File: config.mk
export PLATFORM = sky130hd
export DESIGN_NAME = nand_width_adapter
export DESIGN_NICKNAME = d
export VERILOG_FILES = /design/src/rtl/nwa_pkg.sv /design/src/rtl/nwa_decode.sv /design/src/rtl/nwa_sequencer.sv /design/src/rtl/nwa_packer.sv /design/src/rtl/nand_width_adapter.sv
export SDC_FILE = /design/constraint.sdc
export NUM_CORES = 1
export LEC_CHECK = 0
export BUFFER_PORTS_ARGS = -buffer_cell sky130_fd_sc_hd__buf_2
export CORE_ASPECT_RATIO = 0.8
export CORE_UTILIZATION = 54
export DETAILED_ROUTE_END_ITERATION = 6
export HOLD_SLACK_MARGIN = 0.1
export PLACE_DENSITY = 0.78
export SLEW_MARGIN = 0
export SYNTH_ARGS = -nofsm -noshare
export SYNTH_HDL_FRONTEND = slang
export SYNTH_SLANG_ARGS = --single-unit
File: constraint.sdc
create_clock -name clk -period 3.1 [get_ports clk]
set_input_delay 0.62 -clock clk [delete_from_list [all_inputs] [get_ports clk]]
set_output_delay 0.62 -clock clk [all_outputs]
set_load 0.02 [all_outputs]
File: src/rtl/nwa_pkg.sv
// Shared types and sizing for the NAND width adapter.
// Assumes a 32-bit requester port and a flash bus of at most 16 bits.
package nwa_pkg;
    parameter int DATA_W = 32;
    parameter int IO_W   = 16;
    localparam int LANES = DATA_W / 8;
    localparam int IDX_W = $clog2(LANES);

    typedef enum logic [1:0] {
        SZ_BYTE = 2'd0,
        SZ_HALF = 2'd1,
        SZ_WORD = 2'd2,
        SZ_RSVD = 2'd3
    } nwa_size_e;

    typedef enum logic [1:0] {
        ST_IDLE   = 2'd0,
        ST_STROBE = 2'd1,
        ST_GAP    = 2'd2
    } nwa_state_e;
endpackage

File: src/rtl/nwa_decode.sv
// Request decoder: works out whether a size/width pair is legal and the
// index of the last transfer (transfers minus one).
// Assumes: purely combinational, so inputs are used only at the accept cycle.
module nwa_decode
    import nwa_pkg::*;
(
    input  logic [1:0]       size,
    input  logic             wide,
    output logic             legal,
    output logic [IDX_W-1:0] last_idx
);
    // Legality and transfer count from access size and bus width.
    always_comb begin
        legal    = 1'b1;
        last_idx = '0;
        unique case (nwa_size_e'(size))
            SZ_BYTE: begin
                legal    = !wide;
                last_idx = '0;
            end
            SZ_HALF: last_idx = wide ? IDX_W'(0) : IDX_W'(1);
            SZ_WORD: last_idx = wide ? IDX_W'(1) : IDX_W'(3);
            default: legal    = 1'b0;
        endcase
    end
endmodule

File: src/rtl/nwa_sequencer.sv
// Flash read-cycle sequencer: runs last_idx+1 strobes, each low for
// max(1,strobe_len) cycles, with max(1,gap_len) recovery cycles between.
// Assumes: go is only asserted while busy is low.
module nwa_sequencer
    import nwa_pkg::*;
#(
    parameter int STRB_W = 4,
    parameter int GAP_W  = 4
) (
    input  logic              clk,
    input  logic              rst_n,
    input  logic              go,
    input  logic [IDX_W-1:0]  last_idx,
    input  logic [STRB_W-1:0] strobe_len,
    input  logic [GAP_W-1:0]  gap_len,
    output logic              re_n,
    output logic              busy,
    output logic              sample,
    output logic              final_xfer,
    output logic [IDX_W-1:0]  xfer_idx
);
    nwa_state_e        state_q;
    logic [STRB_W-1:0] scnt_q, slim_q;
    logic [GAP_W-1:0]  gcnt_q, glim_q;
    logic [IDX_W-1:0]  idx_q, last_q;

    // Strobe and gap limits, with zero clamped to one cycle.
    logic [STRB_W-1:0] slim_in;
    logic [GAP_W-1:0]  glim_in;
    always_comb begin
        slim_in = (strobe_len == '0) ? '0 : strobe_len - 1'b1;
        glim_in = (gap_len == '0) ? '0 : gap_len - 1'b1;
    end

    // Sampling happens in the last low cycle of each strobe.
    always_comb begin
        sample     = (state_q == ST_STROBE) && (scnt_q == slim_q);
        final_xfer = sample && (idx_q == last_q);
        re_n       = (state_q != ST_STROBE);
        busy       = (state_q != ST_IDLE);
        xfer_idx   = idx_q;
    end

    // Main state machine and counters.
    always_ff @(posedge clk) begin
        if (!rst_n) begin
            state_q <= ST_IDLE;
            scnt_q  <= '0;
            gcnt_q  <= '0;
            slim_q  <= '0;
            glim_q  <= '0;
            idx_q   <= '0;
            last_q  <= '0;
        end else begin
            unique case (state_q)
                ST_IDLE: if (go) begin
                    state_q <= ST_STROBE;
                    slim_q  <= slim_in;
                    glim_q  <= glim_in;
                    last_q  <= last_idx;
                    idx_q   <= '0;
                    scnt_q  <= '0;
                end
                ST_STROBE: begin
                    if (scnt_q == slim_q) begin
                        gcnt_q  <= '0;
                        state_q <= (idx_q == last_q) ? ST_IDLE : ST_GAP;
                    end else begin
                        scnt_q <= scnt_q + 1'b1;
                    end
                end
                ST_GAP: begin
                    if (gcnt_q == glim_q) begin
                        state_q <= ST_STROBE;
                        scnt_q  <= '0;
                        idx_q   <= idx_q + 1'b1;
                    end else begin
                        gcnt_q <= gcnt_q + 1'b1;
                    end
                end
                default: state_q <= ST_IDLE;
            endcase
        end
    end

    // Checker counters: length of the current low and high runs of re_n.
    logic [STRB_W:0] low_run_q;
    logic [GAP_W:0]  high_run_q;
    logic            seen_low_q;
    always_ff @(posedge clk) begin
        if (!rst_n) begin
            low_run_q  <= '0;
            high_run_q <= '0;
            seen_low_q <= 1'b0;
        end else begin
            low_run_q  <= re_n ? '0 : low_run_q + 1'b1;
            high_run_q <= re_n ? high_run_q + 1'b1 : '0;
            if (!re_n) seen_low_q <= 1'b1;
            else if (!busy) seen_low_q <= 1'b0;
        end
    end

    // each strobe stays low for exactly the clamped strobe length.
    assert_strobe_width_R3: assert property (@(posedge clk) disable iff (!rst_n)
        (re_n && low_run_q != '0) |-> (low_run_q == {1'b0, slim_q} + 1'b1));

    // the recovery gap inside one access has the clamped gap length.
    assert_gap_width_R3: assert property (@(posedge clk) disable iff (!rst_n)
        (!re_n && seen_low_q && high_run_q != '0) |-> (high_run_q == {1'b0, glim_q} + 1'b1));
endmodule

File: src/rtl/nwa_packer.sv
// Lane packer: writes each sampled I/O value into the byte lanes picked by
// bus width, byte order and transfer index; clears all lanes on a new request.
// Assumes: config inputs are held stable for the whole access.
module nwa_packer
    import nwa_pkg::*;
(
    input  logic              clk,
    input  logic              rst_n,
    input  logic              clear,
    input  logic              sample,
    input  logic              wide,
    input  logic              big,
    input  logic [IDX_W-1:0]  last_idx,
    input  logic [IDX_W-1:0]  xfer_idx,
    input  logic [IO_W-1:0]   io,
    output logic [DATA_W-1:0] data
);
    // Slot of the current transfer: reversed order for big-endian.
    logic [IDX_W-1:0] slot;
    always_comb slot = big ? (last_idx - xfer_idx) : xfer_idx;

    logic [7:0] lane_q [LANES];

    for (genvar b = 0; b < LANES; b++) begin : g_lane
        localparam logic [IDX_W-1:0] SLOT_N = IDX_W'(b);
        localparam logic [IDX_W-1:0] SLOT_W = IDX_W'(b / 2);
        localparam int               HALF   = b % 2;

        logic       hit;
        logic [7:0] src;
        // Lane select and source byte for this lane.
        always_comb begin
            hit = wide ? (slot == SLOT_W) : (slot == SLOT_N);
            src = wide ? io[8*HALF +: 8] : io[7:0];
        end

        // Lane register: cleared on request, loaded on a matching sample.
        always_ff @(posedge clk) begin
            if (!rst_n)             lane_q[b] <= '0;
            else if (clear)         lane_q[b] <= '0;
            else if (sample && hit) lane_q[b] <= src;
        end

        always_comb data[8*b +: 8] = lane_q[b];
    end
endmodule

File: src/rtl/nand_width_adapter.sv
// NAND data port width adapter: turns one byte/half/word read request into
// 1..4 flash read cycles and assembles the result in the chosen byte order.
// Assumes: nand_io is stable during the last low cycle of each strobe.
module nand_width_adapter
    import nwa_pkg::*;
#(
    parameter int STRB_W = 4,
    parameter int GAP_W  = 4
) (
    input  logic              clk,
    input  logic              rst_n,
    input  logic              start,
    input  logic [1:0]        acc_size,
    input  logic              wide_bus,
    input  logic              big_endian,
    input  logic [STRB_W-1:0] strobe_len,
    input  logic [GAP_W-1:0]  gap_len,
    output logic              busy,
    output logic              done,
    output logic              err,
    output logic [DATA_W-1:0] rdata,
    output logic              nand_re_n,
    input  logic [IO_W-1:0]   nand_io
);
    logic             legal, accept, reject;
    logic [IDX_W-1:0] last_idx, last_q, xfer_idx;
    logic             sample, final_xfer;
    logic             wide_q, big_q, done_q, err_q;

    nwa_decode u_decode (
        .size     (acc_size),
        .wide     (wide_bus),
        .legal    (legal),
        .last_idx (last_idx)
    );

    // Requests are taken only while idle.
    always_comb begin
        accept = start && !busy && legal;
        reject = start && !busy && !legal;
    end

    // Latch access configuration at accept time.
    always_ff @(posedge clk) begin
        if (!rst_n) begin
            wide_q <= 1'b0;
            big_q  <= 1'b0;
            last_q <= '0;
        end else if (accept) begin
            wide_q <= wide_bus;
            big_q  <= big_endian;
            last_q <= last_idx;
        end
    end

    nwa_sequencer #(.STRB_W(STRB_W), .GAP_W(GAP_W)) u_seq (
        .clk        (clk),
        .rst_n      (rst_n),
        .go         (accept),
        .last_idx   (last_idx),
        .strobe_len (strobe_len),
        .gap_len    (gap_len),
        .re_n       (nand_re_n),
        .busy       (busy),
        .sample     (sample),
        .final_xfer (final_xfer),
        .xfer_idx   (xfer_idx)
    );

    nwa_packer u_pack (
        .clk      (clk),
        .rst_n    (rst_n),
        .clear    (accept),
        .sample   (sample),
        .wide     (wide_q),
        .big      (big_q),
        .last_idx (last_q),
        .xfer_idx (xfer_idx),
        .io       (nand_io),
        .data     (rdata)
    );

    // One-cycle done and error pulses.
    always_ff @(posedge clk) begin
        if (!rst_n) begin
            done_q <= 1'b0;
            err_q  <= 1'b0;
        end else begin
            done_q <= final_xfer;
            err_q  <= reject;
        end
    end
    always_comb begin
        done = done_q;
        err  = err_q;
    end

    // Checker counter: transfers sampled since the last accept.
    logic [IDX_W:0] xcnt_q;
    always_ff @(posedge clk) begin
        if (!rst_n)      xcnt_q <= '0;
        else if (accept) xcnt_q <= '0;
        else if (sample) xcnt_q <= xcnt_q + 1'b1;
    end

    // a rejected request pulses err and starts no flash cycle.
    assert_reject_quiet_R10: assert property (@(posedge clk) disable iff (!rst_n)
        reject |=> (err && !busy && nand_re_n));

    // done and err never overlap.
    assert_done_err_excl_R11: assert property (@(posedge clk) disable iff (!rst_n)
        $onehot0({done, err}));

    // busy only rises after a start request.
    assert_busy_from_start_R2: assert property (@(posedge clk) disable iff (!rst_n)
        $rose(busy) |-> $past(start));

    // done arrives with the sequencer back at idle.
    assert_done_idle_R11: assert property (@(posedge clk) disable iff (!rst_n)
        done |-> !busy);

    // the number of sampled transfers matches the decoded count.
    assert_xfer_count_R7: assert property (@(posedge clk) disable iff (!rst_n)
        done |-> (xcnt_q == {1'b0, last_q} + 1'b1));
endmodule

==> out/results.md, run 1 <==
### Status
* completed — result of the run

### Drt
* 4 — DRT Pass-1 Iters
* 2403 — Vias
* 6670 um — Final Routed Wirelength
* 0 — number of DRC violations after detailed routing
* 0 — Routed Antenna Nets
* 15.4 um — wire length per cell
* 208 — initial detailed-routing violation count
* 5.56 — post-DR vias/cell

### Layout
* 0.292 — fraction of layout instances using a drive strength above 1
* sky130_fd_sc_hd__buf_2 (66), sky130_fd_sc_hd__nand2_1 (33), sky130_fd_sc_hd__edfxtp_1 (32), sky130_fd_sc_hd__dfxtp_1 (28), sky130_fd_sc_hd__nor2_1 (24) — most frequent cells in the layout
* sky130_fd_sc_hd__buf_2 — commonest non-fill, non-tap cell in the layout
* 0.703 — final cell utilization of the core
* 432 — final cell count without fillers
* 0 — antenna diode count
* 407 — net count reported at finish
* 21.7% — Area growth syn-to-layout
* 404 — number of filler instances in the final layout
* 3640 um2 — cell area after layout

### Yosys
* 50 — number of distinct library cells after synthesis
* 0.135 — area fraction in compound gates after synthesis
* 330 — number of nets in the synthesized netlist
* 0 — Post-synth ARST share
* 10.4 um2 — post-synthesis area per instance
* 2990 um2 — area of the mapped netlist
* 0.0464 — XOR/XNOR Fraction of Synth Area
* 60 — count of state elements after synthesis
* 32 — count of flip-flops with a built-in enable after synthesis
* 0.203 — area share of and/or/nand/nor cells after synthesis
* 0.0301 — share of synthesized area spent on multiplexers
* 288 — synthesized instance count
* 0.509 — share of the yosys chip area belonging to registers
* sky130_fd_sc_hd__edfxtp_1 — dominant synthesized flop cell
* 0.0460 — synthesized-area fraction occupied by adder cells
* 0 — number of warnings reported in the yosys synthesis log
* simple AND/OR/NAND/NOR gates — combinational family with the most area after synthesis

### Pwr
* 599 nW/um2 — ratio of total power to cell area
* 1.54 mW — internal power
* 0.635 mW — net switching power figure
* 0.291 — switching share of power
* 0.351 — Clock Power Share
* 0.318 mV — worst ir drop on vdd
* 0.430 — sequential cell fraction of total power
* 1.55 nW — LEAKAGE
* 2.18 mW — post-layout power
* 0.219 — share of power burned in combinational logic

### Setup path
* register — startpoint type of the worst setup path
* 3.05 ns — Critical Path RT
* reg -> reg — type of the setup path with the least slack
* 2.52 ns — arrival time of the worst setup path
* sky130_fd_sc_hd__o21ai_0 — Worst path most repeated cell
* 8 — maximum fanout encountered on the critical timing path
* sky130_fd_sc_hd__o21ai_0 — Worst path slowest cell
* inv_1 -> ha_1 -> xnor2_1 -> o21ai_0 -> nand3_1 -> o21ai_0 — sequence of cells on the critical path
* register — element type at the critical path end
* 0.89 ns — slowest cell delay on critical path

### Clock tree
* 0.33 ns — insertion delay to the later sink of the worst-skew pair
* 9 — cts bufs inserted
* 0.07 ns — Clk pin slew, worst setup/hold paths
* built — CTS tree
* sky130_fd_sc_hd__clkbuf_8 — clock root cell
* 0 — post-CTS setup repair buffer count
* 2 — worst-case clock buffer depth
* 60 — CTS Sinks
* 0 — number of resized instances in the post-cts repair step
* 0 — # hold bufs at CTS
* 3 — number of H-tree levels

### STA
* false — setup repair after global routing missed its margin
* 1.09 ns — measured slew at the worst slew-check pin
* 0 — total setup violations reported at the end of the flow
* 0 — Final Slew Violations
* 389 MHz — highest attainable clock frequency
* 0.264 — headroom to the max-slew limit
* 0 ns — aggregate negative setup slack
* 0 — hold violation count in the final report
* 0.00620 ns — largest clock skew in the final design
* 0.830 — final worst-path cycle share
* 2.57 ns — final critical-path required period

### Placement
* 416 — Placed Instances
* 0.846 — final weighted congestion of routability-driven global placement
* 4920 um — HPWL after detailed placement
* 66 — # port buffers
* 3420 um2 — cell area reported after detailed placement

### Floorplan
* 85.2 um — horizontal extent of the die
* 5840 um2 — Die Area
* 0.578 — Initial Util
* 68.6 um — overall die height
* 5180 um2 — area of the core
* 23 — row cnt
* 67 — number of top-level pins

### Global route
* 0.240 — overall fraction of global-route tracks in use
* 23 — maximum number of pins on one net before global-route repair
* 10600 um — wire length of the first global-routing pass
* 2192 — number of global-route vias before repair
* 0 — number of antenna violations at the first check in global routing
* 0 — global-route congestion overflow total

### Worst hold path
* reg -> reg — Worst Hold Class

### Flow run
* 0 — max-cap violations

==> final cells by class <==
class / instances / area [um2] / share of cell area
inverter: 13 / 48.8 / 0.0134
clock buffer: 11 / 141 / 0.0388
sequential: 60 / 1520 / 0.418
timing repair buffer: 75 / 398 / 0.109
tap: 62 / 77.6 / 0.0213
multi-input combinational: 206 / 1380 / 0.379
clock inverter: 5 / 76.3 / 0.0210
==> power by group through the flow <==
| stage | combinational, mW | clock, mW | sequential (mW) |
|---|---|---|---|
| floorplan | 0.259 | 0 | 1.01 |
| global placement | 0.460 | 0 | 0.955 |
| detailed placement | 0.471 | 0 | 0.954 |
| CTS | 0.474 | 0.777 | 0.937 |
| global route | 0.518 | 0.803 | 0.945 |
| finish | 0.477 | 0.766 | 0.937 |
==> synthesized netlist by cell type, types with 4 or more instances <==
| master | number | area, um2 |
|---|---|---|
| sky130_fd_sc_hd__a21oi_1 | 22 | 110 |
| sky130_fd_sc_hd__and2_1 | 9 | 56.3 |
| sky130_fd_sc_hd__and3_1 | 10 | 62.6 |
| sky130_fd_sc_hd__clkbuf_1 | 7 | 26.3 |
| sky130_fd_sc_hd__dfxtp_1 | 28 | 561 |
| sky130_fd_sc_hd__edfxtp_1 | 32 | 961 |
| sky130_fd_sc_hd__ha_1 | 11 | 138 |
| sky130_fd_sc_hd__inv_1 | 13 | 48.8 |
| sky130_fd_sc_hd__mux2_2 | 8 | 90.1 |
| sky130_fd_sc_hd__nand2_1 | 33 | 124 |
| sky130_fd_sc_hd__nand3_1 | 9 | 45.0 |
| sky130_fd_sc_hd__nor2_1 | 24 | 90.1 |
| sky130_fd_sc_hd__nor3_1 | 4 | 20.0 |
| sky130_fd_sc_hd__o21ai_0 | 8 | 40.0 |
| sky130_fd_sc_hd__or3_1 | 6 | 37.5 |
| sky130_fd_sc_hd__xnor2_1 | 8 | 70.1 |
| sky130_fd_sc_hd__xor2_1 | 6 | 52.6 |
==> per-stage QoR <==
step	worst slack, ns	hold WS (ns)
CTS	0.505	0.463
detailed placement	0.430	0.447
finish	0.528	0.465
floorplan	0.665	0.427
global placement	0.534	0.436
global route	0.306	0.487
==> registers in the layout, summed over array words and instances, names as in the netlist, 2 cells and up <==
signal,count
u_pack.lane_q,32
u_seq.gcnt_q,4
u_seq.glim_q,4
u_seq.scnt_q,4
u_seq.slim_q,4
last_q,2
u_seq.last_q,2
u_seq.state_q,2
u_seq.xfer_idx,2
==> worst max-delay path: cells and delay by family, from the launching register on <==
kind | cells | cell delay, ns
xor gates and xnor gates | 1 | 0.17
adders and majority gates | 1 | 0.19
AOI/OAI and AO/OA | 2 | 1.27
and+or+nand+nor | 1 | 0.18
buffers and inverters | 1 | 0.05
DFF | 1 | 0.33
==> kinds of logic after synthesis <==
logic type	Yosys count
adder cells (fa/ha/maj)	11
multiplexers	8
flip-flops	60
XOR/XNOR	15
AND/OR/NAND/NOR	113
buffers and inverters	22
AO/OA/AOI/OAI	59
==> final timing paths <==
path / slack, ns / to / cells after the start / start
setup / recovery: 0.53 / u_pack.lane_q[1][2]$_SDFFCE_PN0P_ / 6 / last_q[0]$_SDFFE_PN0P_
setup reg to reg: 0.53 / u_pack.lane_q[1][2]$_SDFFCE_PN0P_ / 6 / last_q[0]$_SDFFE_PN0P_
hold reg to reg: 0.46 / last_q[0]$_SDFFE_PN0P_ / 1 / last_q[0]$_SDFFE_PN0P_
hold / removal: 0.46 / last_q[0]$_SDFFE_PN0P_ / 1 / last_q[0]$_SDFFE_PN0P_
==> routing by layer <==
| metal | wire (um) | share of wire | GRT usage |
|---|---|---|---|
| met5 | 0 | 0 | 0 |
| met4 | 93 | 0.014 | 0.0826 |
| met3 | 405 | 0.061 | 0.0464 |
| met2 | 3010 | 0.45 | 0.371 |
| met1 | 3160 | 0.47 | 0.340 |
Note: power is estimated with default switching activity, not from simulation.
==> run 2, diff against run 1 <==
--- a/config.mk
+++ b/config.mk
@@ -5,12 +5,13 @@
 export SDC_FILE = /design/constraint.sdc
 export NUM_CORES = 1
 export LEC_CHECK = 0
+export ABC_AREA = 1
 export BUFFER_PORTS_ARGS = -buffer_cell sky130_fd_sc_hd__buf_2
 export CORE_ASPECT_RATIO = 0.8
-export CORE_UTILIZATION = 54
+export CORE_UTILIZATION = 49
 export DETAILED_ROUTE_END_ITERATION = 6
 export HOLD_SLACK_MARGIN = 0.1
-export PLACE_DENSITY = 0.78
+export PLACE_DENSITY = 0.74
 export SLEW_MARGIN = 0
 export SYNTH_ARGS = -nofsm -noshare
 export SYNTH_HDL_FRONTEND = slang
==> constraint.sdc (replaced) <==
create_clock -name clk -period 2.3 [get_ports clk]
set_input_delay 0.46 -clock clk [delete_from_list [all_inputs] [get_ports clk]]
set_output_delay 0.46 -clock clk [all_outputs]
set_load 0.02 [all_outputs]
==> out/results.md, run 2 <==
### Drt
* 4.71 — post-DR vias/cell, was 5.56
* 0 — Routed Antenna Nets, unchanged
* 100 — initial detailed-routing violation count, was 208
* 6230 um — Final Routed Wirelength, was 6670 um
* 0 — number of DRC violations after detailed routing, unchanged
* 4 — DRT Pass-1 Iters, unchanged
* 2421 — Vias, was 2403
* 12.1 um — wire length per cell, was 15.4 um

### STA
* 0.305 ns — setup ws final, was 0.528 ns
* 501 MHz — highest attainable clock frequency, was 389 MHz
* 0 — Final Slew Violations, unchanged
* 0.346 ns — hold slack, was 0.465 ns
* 0.484 ns — measured slew at the worst slew-check pin, was 1.09 ns
* 0 — hold violation count in the final report, unchanged
* 0 ns — aggregate negative setup slack, unchanged
* 0.867 — final worst-path cycle share, was 0.830
* 0 — total setup violations reported at the end of the flow, unchanged
* 0.677 — headroom to the max-slew limit, was 0.264
* 2.00 ns — final critical-path required period, was 2.57 ns
* 0.00863 ns — largest clock skew in the final design, was 0.00620 ns
* false — setup repair after global routing missed its margin, unchanged

### Floorplan
* 71.7 um — overall die height, was 68.6 um
* 0.527 — Initial Util, was 0.578
* 5650 um2 — area of the core, was 5180 um2
* 67 — number of top-level pins, unchanged
* 89.1 um — horizontal extent of the die, was 85.2 um
* 6390 um2 — Die Area, was 5840 um2
* 24 — row cnt, was 23

### Placement
* 0.116 ns — worst slack at placement, was 0.430 ns
* 4830 um — HPWL after detailed placement, was 4920 um
* 0.846 — final weighted congestion of routability-driven global placement, about the same
* 66 — # port buffers, unchanged
* 3430 um2 — cell area reported after detailed placement, was 3420 um2

### Status
* completed — result of the run, unchanged

### Layout
* 32 — flip-flop count of the largest register, all copies and words added, unchanged
* 0 — antenna diode count, unchanged
* 3610 um2 — cell area after layout, was 3640 um2
* 474 — net count reported at finish, was 407
* 0.257 — fraction of layout instances using a drive strength above 1, was 0.292
* u_pack.lane_q — Reg with most FFs, unchanged
* sky130_fd_sc_hd__nand2_1 (83), sky130_fd_sc_hd__buf_2 (66), sky130_fd_sc_hd__nor2_1 (56), sky130_fd_sc_hd__inv_1 (48), sky130_fd_sc_hd__edfxtp_1 (32) — most frequent cells in the layout, was sky130_fd_sc_hd__buf_2 (66), sky130_fd_sc_hd__nand2_1 (33), sky130_fd_sc_hd__edfxtp_1 (32), sky130_fd_sc_hd__dfxtp_1 (28), sky130_fd_sc_hd__nor2_1 (24)
* 532 — number of filler instances in the final layout, was 404
* 21.5% — Area growth syn-to-layout, was 21.7%
* sky130_fd_sc_hd__nand2_1 — commonest non-fill, non-tap cell in the layout, was sky130_fd_sc_hd__buf_2

### Clock tree
* 0.33 ns — insertion delay to the later sink of the worst-skew pair, about the same
* 0 — post-CTS setup repair buffer count, unchanged
* 2 — worst-case clock buffer depth, unchanged
* 3 — number of H-tree levels, unchanged
* 0 — number of resized instances in the post-cts repair step, unchanged
* 9 — cts bufs inserted, unchanged
* 60 — CTS Sinks, unchanged
* 0.06 ns — Clk pin slew, worst setup/hold paths, was 0.07 ns
* sky130_fd_sc_hd__clkbuf_8 — clock root cell, unchanged
* built — CTS tree, unchanged
* 0 — # hold bufs at CTS, unchanged

### Yosys
* 395 — number of nets in the synthesized netlist, was 330
* 29 — number of distinct library cells after synthesis, was 50
* 0 — number of warnings reported in the yosys synthesis log, unchanged
* sky130_fd_sc_hd__nand2_1 — library cell with the highest instance count after synthesis, unchanged
* sky130_fd_sc_hd__nand2_1 (83), sky130_fd_sc_hd__nor2_1 (56), sky130_fd_sc_hd__inv_1 (48) — ranking of synthesized cells by instance count, was sky130_fd_sc_hd__nand2_1 (33), sky130_fd_sc_hd__edfxtp_1 (32), sky130_fd_sc_hd__dfxtp_1 (28)
* 8.43 um2 — post-synthesis area per instance, was 10.4 um2
* 60 — count of state elements after synthesis, unchanged
* 0.512 — share of the yosys chip area belonging to registers, was 0.509
* 353 — synthesized instance count, was 288
* 32 — count of flip-flops with a built-in enable after synthesis, unchanged
* sky130_fd_sc_hd__edfxtp_1 — library cell occupying the most area in the post-synthesis netlist, unchanged
* sky130_fd_sc_hd__edfxtp_1 (32%), sky130_fd_sc_hd__dfxtp_1 (19%), sky130_fd_sc_hd__nand2_1 (10%), sky130_fd_sc_hd__nor2_1 (7.1%), sky130_fd_sc_hd__inv_1 (6.1%) — Area contributors post-synth, was sky130_fd_sc_hd__edfxtp_1 (32%), sky130_fd_sc_hd__dfxtp_1 (19%), sky130_fd_sc_hd__ha_1 (4.6%), sky130_fd_sc_hd__nand2_1 (4.1%), sky130_fd_sc_hd__a21oi_1 (3.7%)
* 0 — Post-synth ARST share, unchanged
* sky130_fd_sc_hd__edfxtp_1 — dominant synthesized flop cell, unchanged
* 2970 um2 — area of the mapped netlist, was 2990 um2
* 0.323 — share of Yosys cell area claimed by the top area cell type, was 0.321

### Global route
* 2119 — number of global-route vias before repair, was 2192
* 0 — number of antenna violations at the first check in global routing, unchanged
* 0.209 — overall fraction of global-route tracks in use, was 0.240
* 9690 um — wire length of the first global-routing pass, was 10600 um
* 0 — global-route congestion overflow total, unchanged
* 21 — maximum number of pins on one net before global-route repair, was 23

### Setup path
* 10 — number of logic stages on the critical path including buffering, was 6
* 2 — total buffers and inverters traversed by the critical path, was 1
* register — startpoint type of the worst setup path, unchanged
* 2.30 ns — Critical Path RT, was 3.05 ns
* 0.41 ns — slowest cell delay on critical path, was 0.89 ns
* simple AND/OR/NAND/NOR gates — critical path's top delay family, was compound AO/OA/AOI/OAI gates
* sky130_fd_sc_hd__dfxtp_1 — Worst path slowest cell, was sky130_fd_sc_hd__o21ai_0
* register — element type at the critical path end, unchanged
* ha_1 -> inv_1 -> nand2_1 -> nand3_1 -> xor2_1 -> inv_1 -> nand2_1 -> nand2_2 -> nand3_4 -> nand2_1 — sequence of cells on the critical path, was inv_1 -> ha_1 -> xnor2_1 -> o21ai_0 -> nand3_1 -> o21ai_0
* 10 — worst r2r path cells, was 6
* 1.99 ns — arrival time of the worst setup path, was 2.52 ns
* reg -> reg — type of the setup path with the least slack, unchanged
* sky130_fd_sc_hd__nand2_1 — Worst path most repeated cell, was sky130_fd_sc_hd__o21ai_0
* 8 — maximum fanout encountered on the critical timing path, unchanged

### Flow run
* 0 — max-cap violations, unchanged

### Pwr
* 3.14 mW — post-layout power, was 2.18 mW
* 1.66 nW — LEAKAGE, was 1.55 nW
* 869 nW/um2 — ratio of total power to cell area, was 599 nW/um2
* 0.398 mV — worst ir drop on vdd, was 0.318 mV

### Worst hold path
* in -> reg — Worst Hold Class, was reg -> reg
* 2 — worst hold path cell count, was 1

[run 2: changes by cell type after synthesis, moves of 6 or more]
| cell | previous run | this run |
|---|---|---|
| sky130_fd_sc_hd__a21oi_1 | 22 | 15 |
| sky130_fd_sc_hd__and2_1 | 9 | 0 |
| sky130_fd_sc_hd__and3_1 | 10 | 0 |
| sky130_fd_sc_hd__inv_1 | 13 | 48 |
| sky130_fd_sc_hd__mux2_2 | 8 | 0 |
| sky130_fd_sc_hd__nand2_1 | 33 | 83 |
| sky130_fd_sc_hd__nor2_1 | 24 | 56 |
| sky130_fd_sc_hd__o21ai_0 | 8 | 26 |
| sky130_fd_sc_hd__or3_1 | 6 | 0 |
| sky130_fd_sc_hd__xnor2_1 | 8 | 2 |
[run 2: per-layer routing]
metal | track usage | share of wire | vias up | wire length (um)
met2 | 0.309 | 0.45 | 60 | 2820
met1 | 0.294 | 0.49 | 1079 | 3080
li1 | - | - | 1278 | -
met4 | 0.0635 | 0.0095 | 0 | 59
met5 | 0 | 0 | - | 0
met3 | 0.0657 | 0.044 | 4 | 272
[run 2: kinds of logic after synthesis]
| group | Yosys count | synth area share |
|---|---|---|
| fa+ha+maj | 11 | 0.0463 |
| xor+xnor | 5 | 0.0147 |
| buf+inv | 59 | 0.0749 |
| flops | 60 | 0.512 |
| simple gates | 169 | 0.265 |
| compound gates | 49 | 0.0879 |
[run 2: final cells by class]
| class | instances | area, um2 | share of cell area |
|---|---|---|---|
| multi-input combinational | 234 | 1230 | 0.340 |
| clock inverter | 6 | 56.3 | 0.0156 |
| inverter | 54 | 203 | 0.0561 |
| clock buffer | 9 | 124 | 0.0343 |
| tap | 78 | 97.6 | 0.0270 |
| sequential | 60 | 1520 | 0.421 |
| timing repair buffer | 73 | 383 | 0.106 |
[run 2: worst register-to-register path: cells and delay by family, from the launching register on]
family,cells,cell delay (ns)
buf+inv,2,0.17
flops,1,0.41
simple gates,6,0.70
xor+xnor,1,0.18
fa+ha+maj,1,0.21
[run 2: worst paths after layout]
path / endpoint / from / slack [ns]
worst max-delay path: u_pack.lane_q[3][7]$_SDFFCE_PN0P_ / u_seq.xfer_idx[0]$_SDFFE_PN0P_ / 0.30
worst min-delay path: u_seq.slim_q[0]$_SDFFE_PN0P_ / strobe_len[0] / 0.35
worst max register to register: u_pack.lane_q[3][7]$_SDFFCE_PN0P_ / u_seq.xfer_idx[0]$_SDFFE_PN0P_ / 0.30
worst min register to register: u_seq.slim_q[0]$_SDFFE_PN0P_ / u_seq.slim_q[0]$_SDFFE_PN0P_ / 0.49
[run 2: where the power goes]
part | internal, mW | total, mW | leakage [nW] | switching (mW)
combinational | 0.292 | 0.934 | 0.998 | 0.642
clock | 0.484 | 0.875 | 0.0923 | 0.391
sequential | 1.27 | 1.33 | 0.566 | 0.0648
total | 2.04 | 3.14 | 1.66 | 1.10
[run 2: through the flow]
| stage | utilization | std cells |
|---|---|---|
| global route | 0.640 | 514 |
| floorplan | - | 353 |
| detailed placement | 0.608 | 499 |
| global placement | 0.608 | 499 |
| finish | 0.640 | 514 |
| CTS | 0.640 | 514 |
